`src/rtl/rh_port_pkg.sv`:
```
package rh_port_pkg;

    localparam int REG_W = 32;

    localparam int B_CCS  = 0;
    localparam int B_PES  = 1;
    localparam int B_PSS  = 2;
    localparam int B_SUSX = 3;
    localparam int B_PRS  = 4;
    localparam int B_PPS  = 8;
    localparam int B_LSDA = 9;
    localparam int B_CSC  = 16;
    localparam int B_PESC = 17;

    typedef enum logic [1:0] {
        PWR_FIXED  = 2'd0,
        PWR_GLOBAL = 2'd1,
        PWR_PORT   = 2'd2
    } pwr_src_e;

    typedef struct packed {
        logic clr_en;
        logic set_en;
        logic set_susp;
        logic clr_susp;
        logic set_rst;
        logic set_pwr;
        logic clr_pwr;
        logic clr_csc;
        logic clr_pesc;
    } port_cmd_t;

    typedef struct packed {
        logic ccs;
        logic pes;
        logic pss;
        logic prs;
        logic lsda;
    } link_state_t;

    typedef struct packed {
        logic pesc;
        logic csc;
    } chg_flags_t;

    function automatic logic [REG_W-1:0] pack_status(
        input link_state_t s,
        input chg_flags_t  c,
        input logic        pps
    );
        logic [REG_W-1:0] w;
        w         = '0;
        w[B_CCS]  = s.ccs;
        w[B_PES]  = s.pes;
        w[B_PSS]  = s.pss;
        w[B_PRS]  = s.prs;
        w[B_PPS]  = pps;
        w[B_LSDA] = s.lsda & s.ccs;
        w[B_CSC]  = c.csc;
        w[B_PESC] = c.pesc;
        return w;
    endfunction

endpackage

```
`src/rtl/rh_cmd_decode.sv`:
```
module rh_cmd_decode
    import rh_port_pkg::*;
(
    input  logic             wr_en,
    input  logic [REG_W-1:0] wr_data,
    output port_cmd_t        cmd
);

    logic unused_wr;
    assign unused_wr = ^{wr_data[REG_W-1:B_PESC+1], wr_data[B_CSC-1:B_LSDA+1],
                         wr_data[B_PPS-1:B_PRS+1]};

    always_comb begin
        cmd          = '0;
        cmd.clr_en   = wr_en & wr_data[B_CCS];
        cmd.set_en   = wr_en & wr_data[B_PES];
        cmd.set_susp = wr_en & wr_data[B_PSS];
        cmd.clr_susp = wr_en & wr_data[B_SUSX];
        cmd.set_rst  = wr_en & wr_data[B_PRS];
        cmd.set_pwr  = wr_en & wr_data[B_PPS];
        cmd.clr_pwr  = wr_en & wr_data[B_LSDA];
        cmd.clr_csc  = wr_en & wr_data[B_CSC];
        cmd.clr_pesc = wr_en & wr_data[B_PESC];
    end

endmodule

```
`src/rtl/rh_power_ctrl.sv`:
```
module rh_power_ctrl
    import rh_port_pkg::*;
#(
    parameter bit POWER_SWITCHING = 1'b1
) (
    input  logic clk,
    input  logic rst,
    input  logic port_on,
    input  logic port_off,
    input  logic gpwr_set,
    input  logic gpwr_clr,
    input  logic pwr_mode,
    input  logic pwr_mask,
    input  logic ev_overcurrent,
    output logic pps_q,
    output logic pps_next
);

    generate
        if (POWER_SWITCHING) begin : g_switched
            pwr_src_e src;
            logic     turn_on;
            logic     turn_off;

            always_comb begin
                src = (pwr_mode && pwr_mask) ? PWR_PORT : PWR_GLOBAL;
                unique case (src)
                    PWR_PORT: begin
                        turn_on  = port_on;
                        turn_off = port_off;
                    end
                    PWR_GLOBAL: begin
                        turn_on  = gpwr_set;
                        turn_off = gpwr_clr;
                    end
                    default: begin
                        turn_on  = 1'b0;
                        turn_off = 1'b0;
                    end
                endcase

                if (ev_overcurrent || turn_off) pps_next = 1'b0;
                else if (turn_on)               pps_next = 1'b1;
                else                            pps_next = pps_q;
            end

            always_ff @(posedge clk) begin
                if (rst) pps_q <= 1'b0;
                else     pps_q <= pps_next;
            end
        end else begin : g_fixed
            logic unused_pwr;
            assign unused_pwr = ^{clk, rst, port_on, port_off, gpwr_set, gpwr_clr,
                                  pwr_mode, pwr_mask, ev_overcurrent};
            assign pps_q    = 1'b1;
            assign pps_next = 1'b1;
        end
    endgenerate

endmodule

```
`src/rtl/rh_link_state.sv`:
```
module rh_link_state
    import rh_port_pkg::*;
#(
    parameter bit DEV_REMOVABLE = 1'b0
) (
    input  logic        clk,
    input  logic        rst,
    input  port_cmd_t   cmd,
    input  logic        pps_next,
    input  logic        ev_connect,
    input  logic        ev_disconnect,
    input  logic        dev_lowspeed,
    input  logic        ev_reset_done,
    input  logic        ev_hw_disable,
    output link_state_t st_q,
    output chg_flags_t  chg_q
);

    link_state_t st_d;
    chg_flags_t  chg_d;
    logic        boot_done;
    logic        boot_pulse;
    logic        conn;
    logic        disc;
    logic        hw_drop;
    logic        idle_cmd;
    logic        csc_set;

    logic unused_cmd;
    assign unused_cmd = cmd.set_pwr ^ cmd.clr_pwr;

    assign boot_pulse = DEV_REMOVABLE && !boot_done;
    assign conn       = ev_connect & pps_next;
    assign disc       = ev_disconnect & pps_next;
    assign hw_drop    = st_q.pes & (ev_hw_disable | disc);
    assign idle_cmd   = !st_q.ccs & (cmd.set_rst | cmd.set_en | cmd.set_susp);
    assign csc_set    = boot_pulse | idle_cmd | (!DEV_REMOVABLE & (conn | disc));

    always_comb begin
        st_d = st_q;
        if (conn) begin
            st_d.ccs  = 1'b1;
            st_d.lsda = dev_lowspeed;
        end
        if (disc) st_d.ccs = 1'b0;

        if (st_q.ccs) begin
            if (cmd.set_en)   st_d.pes = 1'b1;
            if (cmd.set_susp) st_d.pss = 1'b1;
            if (cmd.set_rst)  st_d.prs = 1'b1;
            if (st_q.prs && ev_reset_done) begin
                st_d.prs = 1'b0;
                st_d.pes = 1'b1;
            end
        end
        if (cmd.clr_susp) st_d.pss = 1'b0;
        if (cmd.clr_en)   st_d.pes = 1'b0;
        if (ev_hw_disable || disc) st_d.pes = 1'b0;
        if (disc) begin
            st_d.pss = 1'b0;
            st_d.prs = 1'b0;
        end
        if (!pps_next) st_d = '0;

        chg_d.csc  = csc_set | (chg_q.csc & !cmd.clr_csc);
        chg_d.pesc = hw_drop | (chg_q.pesc & !cmd.clr_pesc);
    end

    always_ff @(posedge clk) begin
        if (rst) begin
            st_q      <= '0;
            chg_q     <= '0;
            boot_done <= 1'b0;
        end else begin
            st_q      <= st_d;
            chg_q     <= chg_d;
            boot_done <= 1'b1;
        end
    end

endmodule

```
`src/rtl/usb_rh_port_reg.sv`:
```
module usb_rh_port_reg
    import rh_port_pkg::*;
#(
    parameter bit POWER_SWITCHING = 1'b1,
    parameter bit DEV_REMOVABLE   = 1'b0
) (
    input  logic             clk,
    input  logic             rst,
    input  logic             wr_en,
    input  logic [REG_W-1:0] wr_data,
    output logic [REG_W-1:0] rd_data,
    input  logic             ev_connect,
    input  logic             ev_disconnect,
    input  logic             dev_lowspeed,
    input  logic             ev_reset_done,
    input  logic             ev_hw_disable,
    input  logic             ev_overcurrent,
    input  logic             gpwr_set,
    input  logic             gpwr_clr,
    input  logic             pwr_mode,
    input  logic             pwr_mask
);

    port_cmd_t   cmd;
    link_state_t st;
    chg_flags_t  chg;
    logic        pps;
    logic        pps_next;

    rh_cmd_decode u_dec (
        .wr_en   (wr_en),
        .wr_data (wr_data),
        .cmd     (cmd)
    );

    rh_power_ctrl #(.POWER_SWITCHING(POWER_SWITCHING)) u_pwr (
        .clk            (clk),
        .rst            (rst),
        .port_on        (cmd.set_pwr),
        .port_off       (cmd.clr_pwr),
        .gpwr_set       (gpwr_set),
        .gpwr_clr       (gpwr_clr),
        .pwr_mode       (pwr_mode),
        .pwr_mask       (pwr_mask),
        .ev_overcurrent (ev_overcurrent),
        .pps_q          (pps),
        .pps_next       (pps_next)
    );

    rh_link_state #(.DEV_REMOVABLE(DEV_REMOVABLE)) u_link (
        .clk           (clk),
        .rst           (rst),
        .cmd           (cmd),
        .pps_next      (pps_next),
        .ev_connect    (ev_connect),
        .ev_disconnect (ev_disconnect),
        .dev_lowspeed  (dev_lowspeed),
        .ev_reset_done (ev_reset_done),
        .ev_hw_disable (ev_hw_disable),
        .st_q          (st),
        .chg_q         (chg)
    );

    assign rd_data = pack_status(st, chg, pps);

endmodule

```
`config.mk`:
```
export PLATFORM = sky130hd
export DESIGN_NAME = usb_rh_port_reg
export DESIGN_NICKNAME = d
export VERILOG_FILES = /design/src/rtl/rh_port_pkg.sv /design/src/rtl/rh_cmd_decode.sv /design/src/rtl/rh_power_ctrl.sv /design/src/rtl/rh_link_state.sv /design/src/rtl/usb_rh_port_reg.sv
export SDC_FILE = /design/constraint.sdc
export NUM_CORES = 1
export LEC_CHECK = 0
export ABC_AREA = 0
export BUFFER_PORTS_ARGS = -buffer_cell sky130_fd_sc_hd__buf_2
export CELL_PAD_IN_SITES_DETAIL_PLACEMENT = 1
export CELL_PAD_IN_SITES_GLOBAL_PLACEMENT = 2
export CORE_MARGIN = 5
export CORE_UTILIZATION = 14
export CTS_CLUSTER_DIAMETER = 200
export DETAILED_ROUTE_END_ITERATION = 6
export PLACE_DENSITY_LB_ADDON = 0.05
export RECOVER_POWER = 100
export SYNTH_ARGS = -nofsm -noshare
export SYNTH_HDL_FRONTEND = slang
export SYNTH_SLANG_ARGS = --single-unit
```
`constraint.sdc`:
```
create_clock -name clk -period 2.1 [get_ports clk]
set_clock_uncertainty 0.15 [all_clocks]
set_input_delay 0.63 -clock clk [delete_from_list [all_inputs] [get_ports clk]]
set_output_delay 0.63 -clock clk [all_outputs]
set_load 0.01 [all_outputs]
```
==> impl_metrics.csv <==
group,metric,value,unit
setup_path,critPathMaxFanout,8,
power,netSwitchingPower,115,uW
floorplanning,die-area,5800,um2
routing,dr_wl_met2,891,um
global_route,grt.overflow.total,0,
timing,fin_crit_sh,87.2,%
setup_path,cpPeakStageDelay,0.49,ns
synth,synth_top_area_share,35.5,%
flow_run,cap_violations,0,
timing,rsz0062_at_grt,"no",
synth,synthTopCellsByArea,"buf_4, dfxtp_1, nor2_1",
synth,synth-async-reset-ratio,0,%
global_route,grt_pass1_wl,2750,um
clock_network,max-clock-path-buffers,2,
setup_path,crit_arrival,1.05,ns
setup_path,startpoint_type,"register",
placed_design,hpwl,1500,um
synth,synthAdderAreaFrac,0,%
clock_network,cts_made_buffers,3,
synth,synth_edf_count,0,
setup_path,cp_data_required_time,1.32,ns
routing,num_vias,510,
synth,netlist_top_cells_count,"buf_4, dfxtp_1, nor2_1",
power,power_density,596,nW/um2
worst_hold_path,hp-class,"register to register",
setup_path,path_cells,"and2_1 -> clkbuf_1",
clock_network,postCtsHoldBufs,0,
final_layout,drive_above_1_share,32.0,%
final_layout,nets,144,
synth,synth_cell_types,26,
global_route,grt_usage,6.01,%
setup_path,critPathTopFamily,"flip-flops",
routing,drc_errors,0,
placed_design,gp_congestion,0.592,
routing,ant_nets,0,
routing,first_pass_iters,2,
timing,setup-violations-final,0,
setup_path,crit_path_top_delay_cell,"dfxtp_1",
power,combPwrFrac,16.6,%
final_layout,antenna_cells,0,
floorplanning,die_w,76.2,um
routing,wl_met1,743,um
synth,synth-simple-area-share,17.8,%
clock_network,cts_resized,0,
global_route,antenna_found_initial,0,
routing,drt_iter0_markers,11,
routing,wl_met3,128,um
floorplanning,rows,24,
placed_design,dpl_cell_area,688,um2
clock_network,cts_root_buffer,"clkbuf_8",
clock_network,clk_latency,0.23,ns
synth,synth_xor_xnor_area_share,0,%
setup_path,path_buf_inv,1,
power,power.internal,305,uW
synth,synth_area,613,um2
floorplanning,die_h,76.2,um
clock_network,cts.clk_slew.worst_paths,0.05,ns
setup_path,r2r_setup_slack,0.76,ns
routing,wl_per_cell,12.1,um
synth,syn_avg_cell_area,8.64,um2
synth,ys.flop_type,"dfxtp_1",
clock_network,htree_levels,1,
clock_network,cts_sinks,8,
synth,yosysWarnings,0,
power,switching_share,27.4,%
synth,seq_area_frac_synth,26.1,%
global_route,grt_pass1_vias,542,
synth,synth_top_family_by_area,"buffers and inverters",
power,peakVddDrop,0.134,mV
global_route,grt_start_max_net_pins,9,
routing,avgViaCountPerCell,3.42,
routing,routed.top_layer,"met4",
floorplanning,fp.coreArea,4290,um2
placed_design,port-buffer-count,29,
outcome,status,"finished clean",
synth,synth_compound_area_share,15.9,%
synth,postSynthCellCount,71,
final_layout,area_growth,15.1,%
timing,period_minus_slack,1.83,ns
final_layout,utilization,16.4,%
timing,drv_slew,0,
timing,finalHoldViolCount,0,
synth,synth_mux_area_share,1.63,%
routing,drt-total-wl,1800,um
final_layout,fillers,541,
power,power_leakage,0.334,nW
timing,tns,0,ns
final_layout,finalInstanceArea,706,um2
synth,yosys.cell_count.top_type,"buf_4",
floorplanning,io_pins,77,
synth,ys_seq_elements,8,
timing,fmaxAchievable,546,MHz
power,pwr-share-clk,46.0,%
synth,synth_area_leader_cell,"buf_4",
clock_network,postCtsSetupRepairBufs,0,
power,p_seq_share,37.4,%
clock_network,cts_tree,"built",
setup_path,worstSetupEndpointType,"output pin",
floorplanning,initial_core_util,14.3,%
setup_path,path_class,"register to output pin",
## registers in the layout (all words and copies together), names as in the netlist
register,cells
u_link.st_q,5
u_link.chg_q,2
u_pwr.pps_q,1
## routing by layer
metal	vias up	global-route usage [%]
met4	0	4.20
met3	2	1.65
met2	29	9.59
met1	234	6.87
li1	245	-
met5	-	0
## tightest hold or removal path: stages, from the launching register on
cell and delay (ns):
dfxtp_1 0.32, mux2i_1 0.06, nor2_1 0.07
## cell families after synthesis
| group | after synthesis |
|---|---|
| multiplexers | 1 |
| flip-flops | 8 |
| other | 1 |
| buffers and inverters | 31 |
| AO/OA/AOI/OAI | 12 |
| AND/OR/NAND/NOR | 18 |
## placed cells by master, fill, tap and decap left out, drive strengths merged, types with 2 or more instances in the layout
cell    count
a211o       2
a31oi       2
clkbuf     11
a21oi       3
nor2        5
nand2       3
buf        22
and4        2
nor3        3
conb       24
dfxtp       8
## power groups by stage
stage          registers [mW]  logic [mW]  clock network [mW]
2_1_floorplan           0.161      0.0751                   0
3_3_place_gp            0.161      0.0736                   0
3_5_place_dp            0.160      0.0739                   0
4_1_cts                 0.157      0.0741               0.201
5_1_grt                 0.158      0.0794               0.205
6_report                0.157      0.0698               0.193
## per-stage QoR
| step | std cells | hold slack [ns] | power [mW] | setup WS, ns |
|---|---|---|---|---|
| after floorplan | 94 | 0.302 | 0.236 | 0.339 |
| after global placement | 146 | 0.316 | 0.234 | 0.223 |
| after detailed placement | 146 | 0.348 | 0.234 | 0.224 |
| after CTS | 149 | 0.352 | 0.433 | 0.285 |
| after global routing | 149 | 0.398 | 0.442 | 0.177 |
| final | 149 | 0.336 | 0.421 | 0.270 |
## path summary, 6_finish.rpt
path / from / to / cells past startpoint
hold reg to reg: u_link.st_q[0]$_SDFFE_PP0P_ / u_link.st_q[0]$_SDFFE_PP0P_ / 2
setup / recovery: u_link.st_q[4]$_SDFFE_PP0P_ / rd_data[9] / 2
setup reg to reg: u_pwr.pps_q$_SDFF_PP0_ / u_link.chg_q[1]$_SDFF_PP0_ / 4
hold / removal: u_link.st_q[0]$_SDFFE_PP0P_ / u_link.st_q[0]$_SDFFE_PP0P_ / 2
## area by class of cell
type	instances	area, um2	area share (%)
clock buffer	3	41.3	5.85
inverter	1	3.75	0.532
tap	52	65.1	9.22
multi-input combinational	55	293	41.5
timing repair buffer	30	143	20.2
sequential	8	160	22.7
No activity file was read; power rests on OpenSTA's default activity.
